$ cat src/rtl/chan_div.sv
module chan_div #(
  parameter int DIV_W   = 8,
  parameter int FIX_DIV = 1
) (
  input  logic             clk,
  input  logic             rst_n,
  input  logic [DIV_W:0]   ctrl_i,
  input  logic             update_i,
  input  logic             hold_i,
  output logic             tick_o,
  output logic             sq_o,
  output logic             active_o
);
  localparam int MAX_PER = ((1 << DIV_W) - 1) * FIX_DIV;
  localparam int PER_W   = $clog2(MAX_PER + 1);

  logic             dis_q;
  logic [DIV_W-1:0] pend_q;
  logic [PER_W-1:0] per_q;
  logic [PER_W-1:0] cnt_q;
  logic             run;
  logic             last;
  logic [DIV_W-1:0] nxt_f;
  logic [DIV_W-1:0] nxt_n;
  logic [PER_W-1:0] nxt_per;

  assign run     = !dis_q && !hold_i;
  assign last    = cnt_q == per_q - PER_W'(1);
  assign nxt_f   = update_i ? ctrl_i[DIV_W-1:0] : pend_q;
  assign nxt_n   = (nxt_f == '0) ? '1 : nxt_f;
  assign nxt_per = PER_W'(nxt_n) * PER_W'(FIX_DIV);

  always_ff @(posedge clk or negedge rst_n) begin
    if (!rst_n) begin
      dis_q  <= 1'b1;
      pend_q <= '0;
      per_q  <= PER_W'(MAX_PER);
      cnt_q  <= '0;
    end else begin
      if (update_i) begin
        dis_q  <= ctrl_i[DIV_W];
        pend_q <= ctrl_i[DIV_W-1:0];
      end
      if (!run || last) begin
        cnt_q <= '0;
        per_q <= nxt_per;
      end else begin
        cnt_q <= cnt_q + PER_W'(1);
      end
    end
  end

  assign tick_o   = run && last;
  assign sq_o     = run && (cnt_q < (per_q >> 1));
  assign active_o = run;


  idle_quiet_chk: assert property (@(posedge clk) disable iff (!rst_n)
    !active_o |-> (!tick_o && !sq_o));


  dis_stop_chk: assert property (@(posedge clk) disable iff (!rst_n)
    (update_i && ctrl_i[DIV_W]) |=> !active_o);


  hold_gate_chk: assert property (@(posedge clk) disable iff (!rst_n)
    hold_i |-> (!active_o && !tick_o && !sq_o));


  wrap_chk: assert property (@(posedge clk) disable iff (!rst_n)
    tick_o |=> (cnt_q == '0));


  per_hold_chk: assert property (@(posedge clk) disable iff (!rst_n)
    (active_o && cnt_q != '0) |-> $stable(per_q));


  per_range_chk: assert property (@(posedge clk) disable iff (!rst_n)
    (per_q != '0) && (per_q <= PER_W'(MAX_PER)));
endmodule

$ cat config.mk
export PLATFORM = sky130hd
export DESIGN_NAME = chan_div
export DESIGN_NICKNAME = d
export VERILOG_FILES = /design/src/rtl/chan_div.sv
export SDC_FILE = /design/constraint.sdc
export NUM_CORES = 1
export LEC_CHECK = 0
export CAP_MARGIN = 0
export CORE_ASPECT_RATIO = 1.75
export CORE_MARGIN = 5
export CORE_UTILIZATION = 40
export CTS_CLUSTER_DIAMETER = 150
export DETAILED_ROUTE_END_ITERATION = 10
export SLEW_MARGIN = 20
export SYNTH_ARGS = -nofsm -noshare
export SYNTH_HDL_FRONTEND = slang
export SYNTH_SLANG_ARGS = --single-unit
$ cat constraint.sdc
create_clock -name clk -period 4.1 [get_ports clk]
set_input_delay 1.025 -clock clk [delete_from_list [all_inputs] [get_ports clk]]
set_output_delay 1.025 -clock clk [all_outputs]
set_load 0.005 [all_outputs]
==> results of run 1 <==
## power groups by stage
stage                     sequential, mW  combinational, mW  clock, mW
after floorplan                    0.301             0.0907          0
after global placement             0.314              0.116          0
after detailed placement           0.315              0.122          0
after CTS                          0.310              0.122      0.148
after global routing               0.315              0.133      0.161
final                              0.310              0.119      0.146
## flip-flops by register name, summed over array words and instances, names as in the netlist
register  count
cnt_q         8
dis_q         1
pend_q        8
per_q         8
## tightest hold or removal path, cell delays in order (launching register included)
cell and delay [ps]:
dfrtp_1 320, mux2i_1 80, inv_1 80
## placed cells by master, fill, tap and decap left out, types with 3 or more instances in the layout
master,n
mux2i_1,8
and3_1,3
ha_1,8
xor2_1,6
a32oi_2,3
dfstp_2,9
dfrtp_1,16
nand2_1,3
nand3_1,3
nor3_1,15
xnor2_1,9
clkdlybuf4s50_1,14
buf_4,4
inv_1,16
a32oi_1,5
a21o_1,4
nor2_1,12
clkbuf_8,3
## stage by stage
stage / std cells / cell area [µm²] / utilization [%] / hold WS [ps] / setup WS (ps)
final: 215 / 1770 / 46.8 / 520 / 454
after global placement: 211 / 1730 / 45.7 / 491 / 543
after detailed placement: 211 / 1730 / 45.7 / 502 / 524
after floorplan: 152 / 1540 / - / 460 / 1290
after global routing: 215 / 1770 / 46.8 / 570 / 329
after CTS: 215 / 1780 / 46.9 / 523 / 437
## synth_stat cells (2+ instances only)
library cell   n  area [µm²]
a21o_1         4        30.0
a32oi_1        5        43.8
a32oi_2        3        48.8
and3_1         3        18.8
buf_2          2        10.0
buf_6          2        22.5
clkbuf_1       3        11.3
dfrtp_1       16         400
dfstp_2        9         236
ha_1           8         100
inv_1         16        60.1
mux2i_1        8        80.1
nand2_1        3        11.3
nand2b_1       2        12.5
nand3_1        3        15.0
nor2_1        12        45.0
nor3_1        15        75.1
nor4_1         2        12.5
xnor2_1        9        78.8
xor2_1         6        52.6
## final timing paths
kind / cells after the start / from / end
worst max-delay path: 8 / per_q[2] / sq_o
worst min-delay path: 2 / pend_q[1] / pend_q[1]
worst max register to register: 9 / per_q[0] / per_q[2]
worst min register to register: 2 / pend_q[1] / pend_q[1]
max in group asynchronous: 2 / rst_n / per_q[3]
min in group asynchronous: 1 / rst_n / pend_q[6]
## layer usage
metal | vias to the layer above | share of wire (%) | track usage [%]
li1 | 568 | - | -
met1 | 570 | 40 | 16.3
met2 | 19 | 55 | 24.9
met3 | 8 | 2.3 | 1.27
met4 | 0 | 2.6 | 6.77
met5 | - | 0 | 0
## logic make-up after synthesis
kind of cell    Yosys count
flops                    25
compound gates           21
fa+ha+maj                 8
buf+inv                  24
mux                       9
simple gates             50
xor+xnor                 15
## cell type report
type,count,area (µm²),share of cell area [%]
clock buffers,4,45.0,2.54
inverters,16,60.1,3.39
multi-input cells,103,797,44.9
flip-flops and latches,25,637,35.9
well taps,48,60.1,3.39
repair buffers,19,175,9.87
==> metrics.cfg, run 1 <==
[finish]
fillers=374
area_growth_pct=15.1
drive_gt1_share_pct=15.6
fin_nets=189
antennaDiodeCount=0

[logic_synthesis]
syn_area_per_cell_um2=10.1
syn_area_um2=1540
synth-edff-count=0
async_flop_share_pct=100
yosysSeqAreaShare_pct=41.3
ys_seq_elements=25
synthCells=152
yosysUniqueCellTypes=41
synth_top_family_by_area=simple AND/OR/NAND/NOR gates
syn-num-nets=173
synth-main-ff-cell=dfrtp_1
synth_compound_area_share_pct=13.3
yosys.area_share.adder_pct=6.49
ys_warn_count=0
synth_xor_xnor_area_share_pct=8.52
synthSimpleGateAreaFrac_pct=17.5
synth_mux_area_share_pct=5.93

[place]
gp_congestion=0.754
hpwl_mm=2.73
portBuffers=15

[setup_path]
worstSetupPathType=reg2out
path_cells=inv_1 > ha_1 > a21o_1 > a21o_1 > a21o_1 > a21o_1 > a31oi_1 > clkdlybuf4s50_1
arrival_ps=2620
worstPathRequired_ps=3070
critPathTopFamily=compound AO/OA/AOI/OAI gates
cp_slowest_stage_delay_ps=610
endpoint_kind=output pin
worst_setup_path_start_kind=register
worst_path_max_delay_cell=dfstp_2
cpMostUsedCell=a21o_1
path_max_fanout=8
critPathBufInv=2
ff2ff_setup_slack_ps=1710

[cts]
cts_hold_buffers=0
cts_tree=built
cts_resized=0
post-cts-setup-buffer-count=0
cts_sinks=25
insertion_delay_ps=270
root_buffer=clkbuf_8
path_clk_slew_ps=80
clockBufferDepth=2
cts_buffers=3
ctsHtreeMaxLevel=1

[flow_run]
maxCapViolations=0

[routing]
viasPerCell=5.42
via_count=1165
wl_per_cell_um=15.8
drtIter0Drc=21
drt-total-wl_mm=3.40
drt-pass1-iter-count=4
drtAntennaViolNets=0
post-route-drc-count=0

[grt]
groute.usage.overall_pct=14.0
grt-ovfl-total=0
antenna_found_initial=0
grt_pass1_wl_mm=5.80
grt_pass1_vias=1276
grt_max_degree=24

[floorplan]
die_h_um=92.1
core_area_um2=3790
rows=30
dieWidth_um=56.9
initial_utilization_pct=40.7
die-area_um2=5240
io_pins=16

[timing]
period_needed_ps=3650
finalSetupViolCount=0
finClkSkew_ps=7.14
drv_slew=0
hold_viol_final=0
fin_crit_sh_pct=88.9
tns_ps=0
rsz0062_at_grt=false
worst_pin_slew_ps=497
max-slew-margin-rel_pct=66.8
fmaxAchievable_ghz=0.274

[power_and_ir_drop]
pwr-share-clk_pct=25.4
power_density_nw_per_um2=325
power.total_mw=0.576
p_int_mw=0.410
swShare_pct=28.9
leakage_nw=0.802
power.switching_mw=0.166
peakVddDrop_mv=0.234
combPwrFrac_pct=20.7
p_seq_share_pct=53.9

[run_status]
status=finished clean

[hold_path]
hold_path.class=reg2reg

(Power assumes the default switching activity.)
==> inputs of run 2 (changes only) <==
- CORE_MARGIN: 5 -> 1
==> run 2 against run 1 <==
  * Final cell count shrank 0.93%
  * Global-route usage up 3.3 points
  * Fmax rose by 0.55%
  * Routed wire length is 6.6% lower
  * Clock-buffer cell count did not move
  * Die area shrank 22%
  * Sequential power barely moved
  * Largest cell class unchanged
  * First-iteration DRC count stayed put
  * Register-to-register slack better by 40 ps
  * Flip-flop and latch count stayed put
==> metrics.cfg, run 2 (synthesized netlist as in run 1, its figures left out) <==
[setup_path]
path_cells=inv_1 > ha_1 > a21o_1 > a21o_1 > a21o_1 > a21o_1 > a31oi_1 > clkdlybuf4s50_1  ; unchanged
cpMostUsedCell=a21o_1  ; unchanged
worst_setup_path_start_kind=register  ; unchanged
worstSetupPathType=reg2out  ; unchanged
worstPathRequired_ps=3070  ; about the same
cp_slowest_stage_delay_ps=620  ; was 610 ps
path_max_fanout=8  ; unchanged
critPathBufInv=2  ; unchanged
arrival_ps=2600  ; was 2620 ps
cp.depth=8  ; unchanged
r2r_cells=9  ; unchanged
endpoint_kind=output pin  ; unchanged
worst_path_max_delay_cell=dfstp_2  ; unchanged
critPathTopFamily=compound AO/OA/AOI/OAI gates  ; unchanged

[power_and_ir_drop]
combPwrFrac_pct=20.7  ; about the same
p_seq_share_pct=54.3  ; was 53.9%
swShare_pct=28.3  ; was 28.9%
leakage_nw=0.802  ; unchanged
power.switching_mw=0.162  ; was 0.166 mW
power.total_mw=0.571  ; was 0.576 mW
peakVddDrop_mv=0.257  ; was 0.234 mV
power_density_nw_per_um2=322  ; was 325 nW/µm²
p_int_mw=0.410  ; about the same
pwr-share-clk_pct=25.0  ; was 25.4%

[finish]
fillers=333  ; was 374
largestRegisters=cnt_q: 8 flops, pend_q: 8 flops, per_q: 8 flops  ; unchanged
layout_common_cells=inv_1 (16), dfrtp_1 (16), nor3_1 (15)  ; unchanged
final_cells=213  ; was 215
fin_nets=189  ; unchanged
drive_gt1_share_pct=15.6  ; unchanged
final_area_um2=1770  ; about the same
antennaDiodeCount=0  ; unchanged
area_growth_pct=14.9  ; was 15.1%

[flow_run]
maxCapViolations=0  ; unchanged

[cts]
insertion_delay_ps=270  ; about the same
ctsHtreeMaxLevel=1  ; unchanged
clockBufferDepth=2  ; unchanged
root_buffer=clkbuf_8  ; unchanged
cts_hold_buffers=0  ; unchanged
cts_resized=0  ; unchanged
cts_sinks=25  ; unchanged
cts_buffers=3  ; unchanged
path_clk_slew_ps=80  ; about the same
cts_tree=built  ; unchanged
post-cts-setup-buffer-count=0  ; unchanged

[timing]
fmaxAchievable_ghz=0.276  ; was 0.274 GHz
finalSetupViolCount=0  ; unchanged
rsz0062_at_grt=false  ; unchanged
drv_slew=0  ; unchanged
finClkSkew_ps=3.08  ; was 7.14 ps
setup_ws_ps=474  ; was 454 ps
period_needed_ps=3630  ; was 3650 ps
tns_ps=0  ; unchanged
fin_crit_sh_pct=88.4  ; was 88.9%
worst_pin_slew_ps=508  ; was 497 ps
max-slew-margin-rel_pct=66.1  ; was 66.8%
hold_viol_final=0  ; unchanged

[routing]
drtIter0Drc=21  ; unchanged
wl_per_cell_um=14.9  ; was 15.8 µm
via_count=1178  ; was 1165
post-route-drc-count=0  ; unchanged
drt-pass1-iter-count=4  ; unchanged
drt-total-wl_mm=3.18  ; was 3.40 mm
drtAntennaViolNets=0  ; unchanged
viasPerCell=5.53  ; was 5.42

[floorplan]
dieWidth_um=48.9  ; was 56.9 µm
die_h_um=84.1  ; was 92.1 µm
io_pins=16  ; unchanged
rows=29  ; was 30
core_area_um2=3660  ; was 3790 µm²
die-area_um2=4120  ; was 5240 µm²
initial_utilization_pct=42.1  ; was 40.7%

[run_status]
status=finished clean  ; unchanged

[grt]
met3_usage_pct=1.09  ; was 1.27%
grt.met1_usage_pct=18.4  ; was 16.3%
grt_pass1_vias=1210  ; was 1276
grt-ovfl-total=0  ; unchanged
groute.usage.overall_pct=17.3  ; was 14.0%
grt_pass1_wl_mm=5.49  ; was 5.80 mm
grt_max_degree=24  ; unchanged
antenna_found_initial=0  ; unchanged
met2_usage_pct=33.2  ; was 24.9%
top_usage_layer=met2  ; unchanged

[place]
portBuffers=15  ; unchanged
place_ws_ps=517  ; was 524 ps
hpwl_mm=2.55  ; was 2.73 mm
dp.cells=209  ; was 211
gp_congestion=0.849  ; was 0.754
place_area_um2=1730  ; about the same

[hold_path]
hold_path.class=reg2reg  ; unchanged
hold_depth=2  ; unchanged

## run 2: cell counts in the layout (fill, tap and decap cells not counted)
No cell type changed its count.
## run 2: cell type report
cell class              count  area (µm²)  area share [%]
multi-input cells         103         797            45.0
repair buffers             19         175            9.89
flip-flops and latches     25         637            35.9
clock buffers               4        45.0            2.54
inverters                  16        60.1            3.39
well taps                  46        57.6            3.25
## run 2: path summary, 6_finish.rpt
path | from | endpoint | slack, ps
max reg2reg | per_q[0] | per_q[6] | 1750
min in group asynchronous | rst_n | pend_q[6] | 710
min | pend_q[1] | pend_q[1] | 520
max in group asynchronous | rst_n | per_q[3] | 2840
min reg2reg | pend_q[1] | pend_q[1] | 520
max | per_q[2] | sq_o | 470
## run 2: metrics by stage
| stage | utilization (%) | hold slack [ps] |
|---|---|---|
| 3_3_place_gp | 47.3 | 494 |
| 4_1_cts | 48.5 | 534 |
| 5_1_grt | 48.3 | 567 |
| 2_1_floorplan | - | 460 |
| 3_5_place_dp | 47.3 | 503 |
| 6_report | 48.3 | 523 |
## run 2: routing by layer
| metal | part of all wire [%] | wire length (µm) |
|---|---|---|
| met2 | 56 | 1780 |
| met5 | 0 | 0 |
| met3 | 2.0 | 64 |
| met4 | 2.9 | 93 |
| met1 | 39 | 1240 |
## run 2: power groups by stage
stage	registers, mW	clock network, mW	logic [mW]
2_1_floorplan	0.301	0	0.0907
3_3_place_gp	0.314	0	0.116
3_5_place_dp	0.315	0	0.120
4_1_cts	0.310	0.148	0.121
5_1_grt	0.314	0.156	0.131
6_report	0.310	0.143	0.118
## run 2: worst register-to-register path, delay by kind of cell, from the launching register on
family                   cells  cell delay (ps)
AND/OR/NAND/NOR              3              860
flip-flops                   1              410
AO/OA/AOI/OAI                2              340
buffers and inverters        2              290
adder cells (fa/ha/maj)      1              180
XOR/XNOR                     1              180
